<file path="src/rtl/nv_pwr_seq_pkg.sv">
package nv_pwr_seq_pkg;
  typedef enum logic [2:0] {
    S_OFF    = 3'd0,
    S_RECALL = 3'd1,
    S_READY  = 3'd2,
    S_GRACE  = 3'd3,
    S_STORE  = 3'd4,
    S_HOLD   = 3'd5
  } seq_state_e;
endpackage

</file>
<file path="src/rtl/nv_seq_timer.sv">
module nv_seq_timer #(
  parameter int CNT_W = 8
) (
  input  logic             clk_i,
  input  logic             rst_ni,
  input  logic             clr_i,
  input  logic [CNT_W-1:0] limit_i,
  output logic             first_o,
  output logic             expired_o
);
  logic [CNT_W-1:0] cnt_q;
  logic [CNT_W-1:0] last;

  assign last      = limit_i - CNT_W'(1);
  assign first_o   = (cnt_q == '0);
  assign expired_o = (cnt_q == last);

  // saturates at the last cycle of the window
  always_ff @(posedge clk_i or negedge rst_ni) begin
    if (!rst_ni)        cnt_q <= '0;
    else if (clr_i)     cnt_q <= '0;
    else if (!expired_o) cnt_q <= cnt_q + CNT_W'(1);
  end

  assert_cnt_bound_R2: assert property (@(posedge clk_i) disable iff (!rst_ni)
    !clr_i |=> (cnt_q <= $past(last)));
endmodule

</file>
<file path="src/rtl/nv_dirty_flag.sv">
module nv_dirty_flag (
  input  logic clk_i,
  input  logic rst_ni,
  input  logic set_i,
  input  logic clr_i,
  output logic dirty_o
);
  always_ff @(posedge clk_i or negedge rst_ni) begin
    if (!rst_ni)     dirty_o <= 1'b0;
    else if (set_i)  dirty_o <= 1'b1;
    else if (clr_i)  dirty_o <= 1'b0;
  end
endmodule

</file>
<file path="src/rtl/nv_hs_drive.sv">
module nv_hs_drive
  import nv_pwr_seq_pkg::*;
(
  input  seq_state_e state_i,
  output logic       hs_o,
  output logic       hs_oe_o
);
  always_comb begin
    hs_oe_o = 1'b0;
    hs_o    = 1'b1;
    unique case (state_i)
      S_GRACE, S_STORE: begin hs_oe_o = 1'b1; hs_o = 1'b0; end
      S_HOLD:           begin hs_oe_o = 1'b1; hs_o = 1'b1; end
      default:          ;
    endcase
  end
endmodule

</file>
<file path="src/rtl/nv_pwr_seq.sv">
module nv_pwr_seq
  import nv_pwr_seq_pkg::*;
#(
  parameter int RECALL_CYC = 20,
  parameter int STORE_CYC  = 16,
  parameter int GRACE_CYC  = 3,
  parameter int HOLD_CYC   = 4
) (
  input  logic clk_i,
  input  logic rst_ni,
  input  logic vgood_i,
  input  logic wr_strobe_i,
  input  logic hs_req_ni,
  output logic rw_inhibit_o,
  output logic wr_accept_o,
  output logic hs_o,
  output logic hs_oe_o,
  output logic recall_start_o,
  output logic recall_done_o,
  output logic store_start_o,
  output logic store_done_o
);
  localparam int MAX_A = (RECALL_CYC > STORE_CYC) ? RECALL_CYC : STORE_CYC;
  localparam int MAX_B = (GRACE_CYC > HOLD_CYC) ? GRACE_CYC : HOLD_CYC;
  localparam int MAX_CYC = (MAX_A > MAX_B) ? MAX_A : MAX_B;
  localparam int CNT_W = $clog2(MAX_CYC + 1);

  seq_state_e       state_q, state_d;
  logic [CNT_W-1:0] limit;
  logic             t_first, t_exp, dirty;

  always_comb begin
    unique case (state_q)
      S_RECALL: limit = CNT_W'(RECALL_CYC);
      S_GRACE:  limit = CNT_W'(GRACE_CYC);
      S_STORE:  limit = CNT_W'(STORE_CYC);
      S_HOLD:   limit = CNT_W'(HOLD_CYC);
      default:  limit = CNT_W'(1);
    endcase
  end

  always_comb begin
    state_d = state_q;
    unique case (state_q)
      S_OFF:    if (vgood_i) state_d = S_RECALL;
      S_RECALL: if (!vgood_i) state_d = S_OFF;
                else if (t_exp) state_d = S_READY;
      S_READY:  if (!vgood_i) state_d = dirty ? S_GRACE : S_OFF;
                else if (!hs_req_ni && dirty) state_d = S_GRACE;
      S_GRACE:  if (t_exp) state_d = S_STORE;
      S_STORE:  if (t_exp) state_d = S_HOLD;
      S_HOLD:   if (t_exp) state_d = vgood_i ? S_READY : S_OFF;
      default:  state_d = S_OFF;
    endcase
  end

  always_ff @(posedge clk_i or negedge rst_ni) begin
    if (!rst_ni) state_q <= S_OFF;
    else         state_q <= state_d;
  end

  nv_seq_timer #(.CNT_W(CNT_W)) u_timer (
    .clk_i     (clk_i),
    .rst_ni    (rst_ni),
    .clr_i     (state_d != state_q),
    .limit_i   (limit),
    .first_o   (t_first),
    .expired_o (t_exp)
  );

  always_comb begin
    unique case (state_q)
      S_GRACE:         rw_inhibit_o = 1'b0;
      S_READY, S_HOLD: rw_inhibit_o = !vgood_i;
      default:         rw_inhibit_o = 1'b1;
    endcase
  end

  assign wr_accept_o    = wr_strobe_i && !rw_inhibit_o;
  assign recall_start_o = (state_q == S_RECALL) && t_first;
  assign recall_done_o  = (state_q == S_RECALL) && t_exp && vgood_i;
  assign store_start_o  = (state_q == S_STORE) && t_first;
  assign store_done_o   = (state_q == S_STORE) && t_exp;

  nv_dirty_flag u_dirty (
    .clk_i   (clk_i),
    .rst_ni  (rst_ni),
    .set_i   (wr_accept_o),
    .clr_i   (store_done_o || recall_done_o),
    .dirty_o (dirty)
  );

  nv_hs_drive u_hs (
    .state_i (state_q),
    .hs_o    (hs_o),
    .hs_oe_o (hs_oe_o)
  );

  assert_dirty_set_R5: assert property (@(posedge clk_i) disable iff (!rst_ni)
    wr_accept_o |=> dirty);
  assert_dirty_clr_R5: assert property (@(posedge clk_i) disable iff (!rst_ni)
    store_done_o |=> !dirty);
  assert_clean_skip_R8: assert property (@(posedge clk_i) disable iff (!rst_ni)
    (state_q == S_READY && !vgood_i && !dirty) |=> (state_q == S_OFF && !store_start_o));
  assert_abort_R3: assert property (@(posedge clk_i) disable iff (!rst_ni)
    (state_q == S_RECALL && !vgood_i) |=> (state_q == S_OFF));
  assert_start_after_grace_R6: assert property (@(posedge clk_i) disable iff (!rst_ni)
    store_start_o |-> ($past(state_q) == S_GRACE));
  assert_release_high_R10: assert property (@(posedge clk_i) disable iff (!rst_ni)
    $fell(hs_oe_o) |-> $past(hs_o));
  assert_no_accept_store_R4: assert property (@(posedge clk_i) disable iff (!rst_ni)
    (state_q == S_STORE || state_q == S_RECALL) |-> !wr_accept_o);
endmodule

</file>
<file path="config.mk">
export PLATFORM = sky130hd
export DESIGN_NAME = nv_pwr_seq
export DESIGN_NICKNAME = d
export VERILOG_FILES = /design/src/rtl/nv_pwr_seq_pkg.sv /design/src/rtl/nv_seq_timer.sv /design/src/rtl/nv_dirty_flag.sv /design/src/rtl/nv_hs_drive.sv /design/src/rtl/nv_pwr_seq.sv
export SDC_FILE = /design/constraint.sdc
export NUM_CORES = 1
export LEC_CHECK = 0
export BUFFER_PORTS_ARGS = -buffer_cell sky130_fd_sc_hd__buf_2
export CAP_MARGIN = 15
export CORE_AREA = 2 2 56 58
export DETAILED_ROUTE_END_ITERATION = 10
export DIE_AREA = 0 0 58 60
export PLACE_DENSITY = 0.49
export SYNTH_ARGS = -nofsm -noshare
export SYNTH_HDL_FRONTEND = slang
export SYNTH_SLANG_ARGS = --single-unit
</file>
<file path="constraint.sdc">
create_clock -name clk_i -period 3.9 [get_ports clk_i]
set_clock_uncertainty 0.2 [all_clocks]
set_input_delay 0 -clock clk_i [delete_from_list [all_inputs] [get_ports clk_i]]
set_output_delay 0 -clock clk_i [all_outputs]
set_load 0.1 [all_outputs]
</file>
---- Word-level counts from Yosys, hierarchy flattened ----
Index checks and enable logic that the tools add are counted.
Widths: inputs -> output; s select.
storage, ports and cells
  flip-flop bits (word level) ............. 9
  bits in latches ......................... 0
  memory bits (writable) .................. 0
  bits in read-only memories .............. 0
  input port bits ......................... 5
  output and inout port bits .............. 8
  word-level logic and storage cells ...... 49
  memories ................................ 0
operators by class
  add/subtract/negate cells ............... 2
  multipliers ............................. 0
  div/mod/pow operators ................... 0
  order comparisons ....................... 0
  equal/unequal tests ..................... 8
  shift-type cells ........................ 0
  multiplexer cells ....................... 19
  bitwise logic cells ..................... 0
  reductions and logical operators ........ 17
operator list
  cell                 count
  $mux 3               8
  $pmux 5 s4           1
  $pmux 3 s6           1
  $mux 5               2
  $logic_and 1x1->1    7
  $eq 3x2->1 const B   2
  $eq 3x3->1 const B   2
  $add 5x1->5 const B  1
  $eq 5x5->1           1
  $logic_not 5->1      1
  $sub 5x1->5 const B  1
  $mux 1               4
  $mux 2               2
  $reduce_or 2->1      2
  $eq 3x1->1 const B   1
  $logic_not 1->1      3
  $logic_not 3->1      1
  $ne 3x3->1           1
  $reduce_or 3->1      1
  $ne 2x1->1 const B   1
  $pmux 1 s2           1
  $reduce_bool 2->1    1
  $logic_or 1x1->1     1

---- Depth between registers and ports, before layout ----
Gate-level depths: netlist of the first run.
  depth after elaboration ................. 9
  depth in mapped cells ................... 11
  depth with buffers taken out ............ 9

---- Modules after synthesis ----
Synthesis of the first run repeated with hierarchy kept, for this count alone.
unflattened totals
  cells, all modules ...................... 105
  area total of the unflattened synthesis .. 868.3 sq um
by module, submodules not included
  module         instances  cells an instance  area each (sq um)  seq. area each (sq um)
  nv_seq_timer   1          51                 442.9              125.1
  nv_pwr_seq     1          47                 364.1              75.1
  nv_dirty_flag  1          3                  36.3               25.0
  nv_hs_drive    1          4                  25.0               0.0

---- Worst setup path after synthesis of the first run ----
No wires, ideal clock.
  path kind ............................... reg-to-output
  start point ............................. reg state_q[0]
  end point ............................... out recall_done_o
  arrival ................................. 5.063 ns
  data required time ...................... 3.700 ns
  setup slack ............................. -1.363 ns
  cell stages (with the launch flop) ...... 10
  path buffers ............................ 3
  cell sequence ........................... dfrtp_1 buf_4 clkbuf_1 nand2_1 ha_1 xor2_1 or3_1 a2111o_1 buf_6 nor4_1
between the ends
  word-level cells in the longest chain between the ends .. 6
  elaborated cells on any way between the ends .. 9
  those cells by class .................... add/sub: 1; eq/ne: 5; mux: 1; reduce/logical: 2
RTL lines
  element                                   line                text
  from (decl)                               nv_pwr_seq.sv:28    seq_state_e state_q, state_d;
  from (signal assigned)                    nv_pwr_seq.sv:59    else state_q <= state_d;
  $eq 3x3->1, or another cell as far along  nv_pwr_seq.sv:33    unique case (state_q)
  $pmux 5 s4                                nv_pwr_seq.sv:33
  $sub 5x1->5                               nv_seq_timer.sv:14  assign last = limit_i - CNT_W'(1);
  $eq 5x5->1                                nv_seq_timer.sv:16  assign expired_o = (cnt_q == last);
  $logic_and 1x1->1 (*) (2 in a row)        nv_pwr_seq.sv:81    assign recall_done_o = (state_q == S_RECALL) && t_exp && vgood_i;
  to (decl)                                 nv_pwr_seq.sv:19    output logic recall_done_o,
Mark *: on every way between the ends. The rest lies on a longest branch, timed or not.

---- Worst setup path in the final report of the first run ----
  start point ............................. reg state_q[1]
  end point ............................... out recall_done_o
Same word-level chain as after synthesis.

==> flow_summary_export.csv, run 1 <==
group,metric,value,unit
clock_network,clock-root-buffer,"clkbuf_4",
cells_and_area,final_area,0.00101,mm^2
placed_design,gp_congestion,0.884,
cells_and_area,finalNonFillerCells,155,
clock_network,clk_latency,260,ps
logic_synthesis,async_flop_share,100,%
setup_path,reg2reg_from,"state_q[1]",
logic_synthesis,synth_compound_area_share,19.1,%
global_route,grt.overflow.total,0,
clock_network,cts_tree,"built",
cells_and_area,fill_cells,310,
setup_path,cp_top_family,"simple AND/OR/NAND/NOR gates",
logic_synthesis,synth_edf_count,0,
drt,drtIter0Drc,18,
floorplan,core-area,0.00290,mm^2
pwr,leakagePower,0.431,nW
cells_and_area,multi_input_area,561,um^2
flow_run,cap_violations,0,
cells_and_area,drive_gt1_share,18.9,%
logic_synthesis,yosys.area_share.simple,31.3,%
drt,antenna_left,0,
logic_synthesis,ys_seq_area_share,26.8,%
setup_path,crit_buf_inv,2,
setup_path,endpoint_kind,"output port",
floorplan,row_count,20,
clock_network,numCtsBuffers,3,
floorplan,start_util,28.9,%
setup_path,cpMaxStageDelayCell,"a2111o_1",
drt,routed_wl,2.20,mm
cells_and_area,regArea,225,um^2
sta,period_share,84.4,%
sta,worst_pin_slew,479,ps
setup_path,path_cells,"inv_1 -> nand2_1 -> ha_1 -> xor2_1 -> or3_1 -> a2111o_1 -> nor4_2 -> buf_2",
cells_and_area,areaGrowthSynthToFinish,20.1,%
pwr,p_total,848,uW
logic_synthesis,synthAdderAreaFrac,4.47,%
setup_path,arrival,3090,ps
logic_synthesis,synth_cell_types,39,
placed_design,placed_area,932,um^2
floorplan,pin_count,13,
logic_synthesis,syn-cell-area,840,um^2
pwr,power_density,841,mW/mm^2
setup_path,setup.worst_path.start_class,"register",
cells_and_area,fin_util,34.7,%
sta,setup_viol,0,
status,status,"complete, no violations",
logic_synthesis,postSynthAreaPerCell,7.92,um^2
setup_path,ff2ff_setup_slack,800,ps
floorplan,die_h,60,um
pwr,ir_drop,0.458,mV
drt,wl_per_cell,14.2,um
clock_network,cts.sinks,9,
global_route,antenna_found_initial,0,
clock_network,htree_num_levels,1,
sta,slew_headroom,67.6,%
placed_design,portBuffers,12,
setup_path,cp.depth,8,
setup_path,startpoint,"state_q[1]",
clock_network,cts_max_path_buffers,2,
logic_synthesis,ys_warn_count,0,
global_route,grt_pass1_vias,759,
global_route,track_usage,14.1,%
drt,vias_per_cell,5.37,
drt,drc_errors,0,
sta,max_freq,304,MHz
sta,slew_viol_final,0,
clock_network,cts.clk_slew.worst_paths,60,ps
floorplan,die_area,0.00348,mm^2
drt,vias,833,
floorplan,fp.dieW,58,um
sta,finalCriticalPeriod,3290,ps
drt,drt_pre_antenna_iters,4,
sta,rsz0062_at_grt,"false",
setup_path,cp_data_required_time,3700,ps
logic_synthesis,yosysTopAreaCell,"dfrtp_1",
logic_synthesis,yosys-mux-area-fraction,2.53,%
logic_synthesis,synth.net_count,114,
placed_design,dp.cells,146,
setup_path,path_class,"reg2out",
global_route,grt_pass1_wl,3.76,mm
worst_hold_path,min_path_type,"in2reg",
sta,finalSetupTns,0,ps
logic_synthesis,synth_top_area_share,26.8,%
setup_path,rr_worst_depth,9,
clock_network,post_cts_resized,0,
placed_design,dp_hpwl,1.60,mm
sta,hold_viol,0,
logic_synthesis,synth_top_flop_cell,"dfrtp_1",
setup_path,r2r-end,"u_timer.cnt_q[1]",
logic_synthesis,synth_xor_area_share,7.30,%
worst_hold_path,min_from,"wr_strobe_i",
cells_and_area,fin_nets,131,
cells_and_area,most-common-layout-cells,"nor2_1, buf_2, dfrtp_1",
setup_path,endpoint,"recall_done_o",
logic_synthesis,synth_top_family_by_area,"simple AND/OR/NAND/NOR gates",
global_route,grt_max_degree,21,
cells_and_area,diodes,0,
setup_path,slowest_delay,630,ps
logic_synthesis,synth_seq_cells,9,
logic_synthesis,yosys-top-cells-area,"dfrtp_1, nor2_1, ha_1",
setup_path,crit_fanout,12,
logic_synthesis,synthCells,106,
[cells by family after synthesis]
family | count (synthesis)
AOI/OAI and AO/OA | 22
xor gates and xnor gates | 7
muxes | 2
buffers and inverters | 14
DFF | 9
and+or+nand+nor | 49
adders and majority gates | 3
[final cells by class]
| cell class | instances | area share (%) |
|---|---|---|
| clock buffers | 4 | 2.61 |
| inverters | 6 | 2.23 |
| multi-input cells | 83 | 55.6 |
| flip-flops and latches | 9 | 22.3 |
| well taps | 33 | 4.09 |
| repair buffers | 20 | 13.2 |
[synth_stat cells, drive strengths merged, types with 2 or more instances]
cell type  count
nor2          12
dfrtp          9
nand2          7
inv            6
nand2b         6
nor3           6
a21oi          5
clkbuf         5
o21ai          4
xor2           4
buf            3
ha             3
nand4          3
o31ai          3
xnor2          3
and2           2
and3           2
nor3b          2
nor4           2
nor4b          2
[worst min-delay path by stage]
stage / slack, ps / cells after the start / end
finish: 390 / 4 / u_dirty.dirty_o
global placement: -340 / 1 / u_timer.cnt_q[0]
global route: 430 / 4 / u_dirty.dirty_o
CTS: 390 / 4 / u_dirty.dirty_o
floorplan: -500 / 0 / state_q[0]
detailed placement: -340 / 1 / u_dirty.dirty_o
[worst min-delay path: cells and delay by family]
kind	cells	cell delay (ps)
and+or+nand+nor	2	200
buffers and inverters	2	610
[registers in the layout, summed over array words and instances (netlist names)]
signal / cells
state_q: 3
u_dirty.dirty_o: 1
u_timer.cnt_q: 5
[what timing repair did]
| action | CTS | global route |
|---|---|---|
| setup buffers | 0 | 0 |
| hold endpoints to repair | 12 | 0 |
| hold buffers | 5 | 0 |
| setup endpoints to repair | 0 | 0 |
[through the flow]
step	hold WS [ps]	setup slack, ps
2_1_floorplan	-496	-230
3_3_place_gp	-343	848
3_5_place_dp	-341	782
4_1_cts	389	615
5_1_grt	428	478
6_report	391	608
[layer usage]
layer | track usage, % | share of wire, % | up-vias
met1 | 18.7 | 46 | 398
met2 | 23.4 | 48 | 23
met3 | 3.46 | 5.1 | 2
met5 | 0 | 0 | -
met4 | 2.99 | 0.59 | 0
li1 | - | - | 410
[power breakdown]
part	switching, mW	internal (mW)
sequential	0.0421	0.121
combinational	0.416	0.197
clock	0.0325	0.0394
total	0.491	0.357
Note: power is estimated with default switching activity, not from simulation.
==> inputs of run 2 (changes only) <==
--- a/config.mk
+++ b/config.mk
@@ -10,7 +10,7 @@
 export CORE_AREA = 2 2 56 58
 export DETAILED_ROUTE_END_ITERATION = 10
 export DIE_AREA = 0 0 58 60
-export PLACE_DENSITY = 0.49
+export PLACE_DENSITY = 0.5
 export SYNTH_ARGS = -nofsm -noshare
 export SYNTH_HDL_FRONTEND = slang
 export SYNTH_SLANG_ARGS = --single-unit
==> constraint.sdc (replaced) <==
create_clock -name clk_i -period 2.7 [get_ports clk_i]
set_clock_uncertainty 0.2 [all_clocks]
set_input_delay 0 -clock clk_i [delete_from_list [all_inputs] [get_ports clk_i]]
set_output_delay 0 -clock clk_i [all_outputs]
set_load 0.1 [all_outputs]
==> run 2 against run 1 <==
The flow now finishes with violations (setup timing); routed wire length grew 2.9%; die area is the same; worst setup slack got worse by 680 ps; sequential power up 41%; hold slack gained 8.4 ps; cell count is 3.9% higher; first-iteration DRC count up 50%; critical path depth is the same; total power increased by 61%; global-route usage about the same; critical path type unchanged; critical endpoint unchanged.
==> flow_summary_export.csv, run 2 (synthesized netlist as in run 1, its figures left out) <==
group,metric,value,unit
setup_path,endpoint_kind,"output port",
global_route,grt_pass1_wl,3.77,mm
sta,worst_pin_slew,487,ps
clock_network,cts.clk_slew.worst_paths,70,ps
floorplan,fp.dieW,58,um
setup_path,path_class,"reg2out",
sta,period_share,103,%
cells_and_area,most-common-layout-cells,"nor2_1, buf_2, dfrtp_1",
global_route,grt_max_degree,22,
drt,vias_per_cell,5.43,
floorplan,pin_count,13,
cells_and_area,final_area,0.00115,mm^2
setup_path,setup.worst_path.start_class,"register",
setup_path,path_cells,"o21ba_4 -> ha_4 -> xor2_4 -> or3_1 -> a2111o_1 -> buf_6 -> nor4_4 -> buf_12",
cells_and_area,drive_gt1_share,27.3,%
flow_run,cap_violations,0,
status,failed_checks,"setup timing",
placed_design,portBuffers,12,
drt,drtIter0Drc,27,
floorplan,die_h,60,um
pwr,ir_drop,0.570,mV
drt,antenna_left,0,
setup_path,cp_top_family,"compound AO/OA/AOI/OAI gates",
sta,rsz0062_at_grt,"true",
placed_design,placed_area,0.00104,mm^2
cells_and_area,biggestRegsByFlops,"u_timer.cnt_q x5, state_q x3, u_dirty.dirty_o x1",
global_route,met2_usage,22.6,%
pwr,power_density,1190,mW/mm^2
setup_path,crit_fanout,5,
sta,fin_ws,-76.9,ps
setup_path,slowest_delay,420,ps
floorplan,row_count,20,
pwr,leakagePower,0.485,nW
drt,routed_wl,2.27,mm
global_route,grt.overflow.total,0,
drt,wl_per_cell,14.1,um
worst_hold_path,min_path_type,"in2reg",
drt,drt_pre_antenna_iters,4,
cells_and_area,largest_reg_flops,5,
clock_network,clk_latency,260,ps
clock_network,cts_tree,"built",
setup_path,crit_buf_inv,2,
cells_and_area,fin_nets,137,
sta,setup_viol,2,
placed_design,dp_hpwl,1.69,mm
cells_and_area,regMostFlops,"u_timer.cnt_q",
clock_network,cts_max_path_buffers,2,
clock_network,htree_num_levels,1,
sta,finalSetupTns,-134,ps
setup_path,cp_data_required_time,2500,ps
floorplan,start_util,28.9,%
global_route,antenna_found_initial,0,
drt,drc_errors,0,
global_route,busiest_layer,"met2",
sta,slew_headroom,67.8,%
clock_network,cts.sinks,9,
sta,max_freq,360,MHz
global_route,track_usage,14.1,%
sta,hold_viol,0,
setup_path,arrival,2580,ps
drt,vias,874,
clock_network,clock-root-buffer,"clkbuf_4",
sta,slew_viol_final,0,
cells_and_area,layout.cells.most_common,"nor2_1",
setup_path,cpMaxStageDelayCell,"a2111o_1",
status,status,"finished with violations",
floorplan,die_area,0.00348,mm^2
global_route,gr-usage-met1,19.7,%
sta,finalCriticalPeriod,2780,ps
global_route,met3_usage,1.52,%
global_route,grt_pass1_vias,802,
floorplan,core-area,0.00290,mm^2
clock_network,numCtsBuffers,3,
cells_and_area,diodes,0,
cells_and_area,areaGrowthSynthToFinish,37.1,%
placed_design,gp_congestion,0.797,
-- run 2: metal layers --
metal | vias up | part of all wire (%)
li1 | 426 | -
met1 | 417 | 46
met2 | 27 | 49
met3 | 4 | 3.8
met4 | 0 | 0.84
met5 | - | 0
-- run 2: timing repair --
item / 4_1_cts / 5_1_grt
buffers inserted: 2 / 0
endpoints found under the setup margin: 2 / 7
resized for setup: 3 / 2
pin swaps: 1 / 0
endpoints found under the hold margin: 12 / 0
hold buffers: 5 / 0
-- run 2: final timing paths --
| path | start | to | slack (ps) | depth (start not counted) |
|---|---|---|---|---|
| setup / recovery | state_q[2] | recall_done_o | -80 | 8 |
| hold reg to reg | u_dirty.dirty_o | state_q[1] | 400 | 2 |
| hold / removal | wr_strobe_i | u_dirty.dirty_o | 400 | 4 |
| min in group asynchronous | rst_ni | state_q[2] | 540 | 3 |
| max in group asynchronous | rst_ni | u_timer.cnt_q[1] | 1450 | 3 |
| setup reg to reg | state_q[2] | u_timer.cnt_q[1] | 100 | 8 |
-- run 2: layout make-up --
class                      count  area, um^2
clock buffer                   4        26.3
fill                         303        1750
inverter                       6        25.0
multi-input combinational     83         622
sequential                     9         225
tap                           33        41.3
timing repair buffer          26         211
-- run 2: power breakdown --
part / internal, mW / switching (mW) / leakage, nW
Sequential: 0.175 / 0.0548 / 0.117
Clock: 0.0571 / 0.0531 / 0.0150
Combinational: 0.385 / 0.643 / 0.353
Total: 0.617 / 0.751 / 0.485
-- run 2: worst reg2reg max path, cell delays in order, from the launching register on --
cell and delay, ps:
dfrtp_1 410, o21ba_4 240, ha_4 170, xor2_4 160, or3_1 330, a2111o_1 420, o2111ai_1 210, a32o_2 260
nor3_1 80
-- run 2: metrics by stage --
stage / utilization, % / std cells / hold WS (ps) / total power [mW] / setup WS [ps]
2_1_floorplan: - / 106 / -496 / 1.07 / -390
3_3_place_gp: 35.7 / 150 / -331 / 1.20 / 74.2
3_5_place_dp: 35.7 / 150 / -324 / 1.19 / 65.6
4_1_cts: 39.2 / 161 / 402 / 1.35 / -66.7
5_1_grt: 39.7 / 161 / 432 / 1.47 / -144
6_report: 39.7 / 161 / 399 / 1.37 / -76.9
==> inputs of run 3 (changes only) <==
==> constraint.sdc (replaced) <==
create_clock -name clk_i -period 2.5 [get_ports clk_i]
set_clock_uncertainty 0.2 [all_clocks]
set_input_delay 0 -clock clk_i [delete_from_list [all_inputs] [get_ports clk_i]]
set_output_delay 0 -clock clk_i [all_outputs]
set_load 0.1 [all_outputs]
==> run 3 against run 2 <==
Utilization is 2.3 points higher; worst setup slack worse by 170 ps; the run still ends with setup timing left; combinational power is 22% higher; first-iteration DRC count is 33% higher; register-to-register slack worse by 300 ps; critical path depth stayed put; total power is 19% higher; highest routed layer unchanged; clock power is 5% higher; cell area is 5.8% higher; critical path type unchanged; routed wire length is 6.6% higher.
==> flow_summary_export.csv, run 3 (synthesized netlist as in run 1, its figures left out) <==
group,metric,value,unit
setup_path,path_cells,"o21ba_4 -> ha_4 -> xor2_4 -> a211o_1 -> a2111o_1 -> buf_4 -> nor4_4 -> buf_12",
global_route,grt_max_degree,19,
clock_network,cts.sinks,9,
drt,vias_per_cell,5.21,
cells_and_area,finalNonFillerCells,169,
placed_design,dp.cells,156,
cells_and_area,largest_reg_flops,5,
setup_path,slowest_delay,470,ps
cells_and_area,drive_gt1_share,33.1,%
placed_design,portBuffers,12,
drt,drc_errors,0,
setup_path,cp_data_required_time,2300,ps
pwr,switching_share,52.7,%
drt,antenna_left,0,
clock_network,htree_num_levels,1,
pwr,ir_drop,0.543,mV
sta,finalCriticalPeriod,2750,ps
cells_and_area,diodes,0,
clock_network,clk_latency,260,ps
sta,slew_viol_final,0,
pwr,p_switching,858,uW
cells_and_area,most-common-layout-cells,"buf_4, nor2_1, buf_2",
sta,fin_ws,-250,ps
setup_path,startpoint,"state_q[2]",
global_route,track_usage,15.1,%
floorplan,core-area,0.00290,mm^2
clock_network,cts.clk_slew.worst_paths,70,ps
global_route,grt_pass1_vias,859,
setup_path,setup.worst_path.start_class,"register",
drt,wl_per_cell,14.3,um
cells_and_area,areaGrowthSynthToFinish,45.0,%
clock_network,cts_max_path_buffers,2,
floorplan,die_h,60,um
pwr,power_density,1340,mW/mm^2
floorplan,fp.dieW,58,um
setup_path,path_class,"reg2out",
drt,routed_wl,2.42,mm
setup_path,reg2reg_from,"state_q[2]",
sta,hold_viol,0,
cells_and_area,regMostFlops,"u_timer.cnt_q",
pwr,power_frac_comb,77.7,%
pwr,leakagePower,0.520,nW
cells_and_area,layout.cells.most_common,"buf_4",
clock_network,cts_tree,"built",
sta,rsz0062_at_grt,"true",
global_route,grt_pass1_wl,4.02,mm
sta,setup_viol,9,
setup_path,arrival,2550,ps
drt,drt_pre_antenna_iters,6,
drt,drtIter0Drc,36,
sta,finalSetupTns,-1660,ps
global_route,grt.overflow.total,0,
pwr,p_int,769,uW
clock_network,numCtsBuffers,3,
floorplan,row_count,20,
flow_run,cap_violations,0,
pwr,p_clk_share,7.0,%
setup_path,crit_fanout,4,
placed_design,gp_congestion,0.778,
floorplan,pin_count,13,
clock_network,clock-root-buffer,"clkbuf_4",
setup_path,endpoint_kind,"output port",
sta,worst_pin_slew,557,ps
sta,period_share,110,%
floorplan,die_area,0.00348,mm^2
sta,max_freq,364,MHz
status,failed_checks,"setup timing",
sta,slew_headroom,62.3,%
worst_hold_path,min_from,"wr_strobe_i",
pwr,seqPwrFrac,15.3,%
status,status,"finished with violations",
floorplan,start_util,28.9,%
drt,vias,881,
setup_path,cpMaxStageDelayCell,"a2111o_1",
global_route,antenna_found_initial,0,
placed_design,dp_hpwl,1.80,mm
worst_hold_path,min_path_type,"in2reg",
cells_and_area,fin_nets,145,
cells_and_area,fill_cells,317,
cells_and_area,biggestRegsByFlops,"u_timer.cnt_q x5, state_q x3, u_dirty.dirty_o x1",
run 3: cell types whose count changed in the layout (fill, tap and decap cells not counted):
cell	change
o31ai_1	-1
buf_4	+8
dfrtp_2	+1
o31ai_2	+1
dfrtp_1	-1
o21ai_0	-1
o21ai_1	+1
run 3: power by group through the flow:
stage | Clock, mW | Combinational (mW) | Sequential [mW]
final | 0.115 | 1.26 | 0.249
after global placement | 0 | 1.13 | 0.248
after floorplan | 0 | 0.934 | 0.224
after detailed placement | 0 | 1.14 | 0.246
after global routing | 0.126 | 1.37 | 0.255
after CTS | 0.118 | 1.25 | 0.246
run 3: metal layers:
metal | track usage, % | up-vias | routed length, um | share of wire [%]
met3 | 2.38 | 2 | 65 | 2.7
met2 | 25.8 | 11 | 1220 | 51
met4 | 3.99 | 0 | 5 | 0.21
met1 | 19.8 | 425 | 1120 | 46
li1 | - | 443 | - | -
met5 | 0 | - | 0 | 0
run 3: area by class of cell:
cell class,instances,area [um^2],area share (%)
Sequential cell,9,226,18.6
Inverter,6,25.0,2.06
Timing Repair Buffer,34,272,22.3
Clock buffer,4,26.3,2.16
Multi-Input combinational cell,83,627,51.5
Tap cell,33,41.3,3.39
run 3: worst paths after layout:
kind                                    end  slack (ps)  cells past startpoint
max in group asynchronous        state_q[1]        1220                      3
hold reg to reg             u_dirty.dirty_o         400                      2
setup reg to reg           u_timer.cnt_q[1]        -200                      9
hold / removal              u_dirty.dirty_o         400                      4
setup / recovery              recall_done_o        -250                      8
min in group asynchronous   u_dirty.dirty_o         550                      3
run 3: repair_timing:
action | 4_1_cts | 5_1_grt
cloned | 0 | 0
setup endpoints to repair | 10 | 10
pin swaps | 5 | 2
setup buffers | 3 | 1
endpoints found under the hold margin | 12 | 0
hold buffers | 5 | 0
gates resized for setup | 5 | 2
run 3: stage by stage:
step | power, mW | instance area, um^2 | utilization [%] | setup slack, ps | hold WS, ps
final | 1.63 | 1220 | 41.9 | -250 | 398
after global routing | 1.75 | 1220 | 41.9 | -317 | 436
after CTS | 1.61 | 1200 | 41.5 | -299 | 387
after detailed placement | 1.39 | 1080 | 37.3 | -130 | -325
after global placement | 1.38 | 1080 | 37.3 | -63.6 | -328
after floorplan | 1.16 | 938 | - | -590 | -496
run 3: worst max-delay path: cells and delay by family, from the launching register on:
kind | cells | cell delay (ps)
AOI/OAI and AO/OA | 3 | 980
xor gates and xnor gates | 1 | 150
adders and majority gates | 1 | 170
buffers and inverters | 2 | 390
DFF | 1 | 400
and+or+nand+nor | 1 | 190
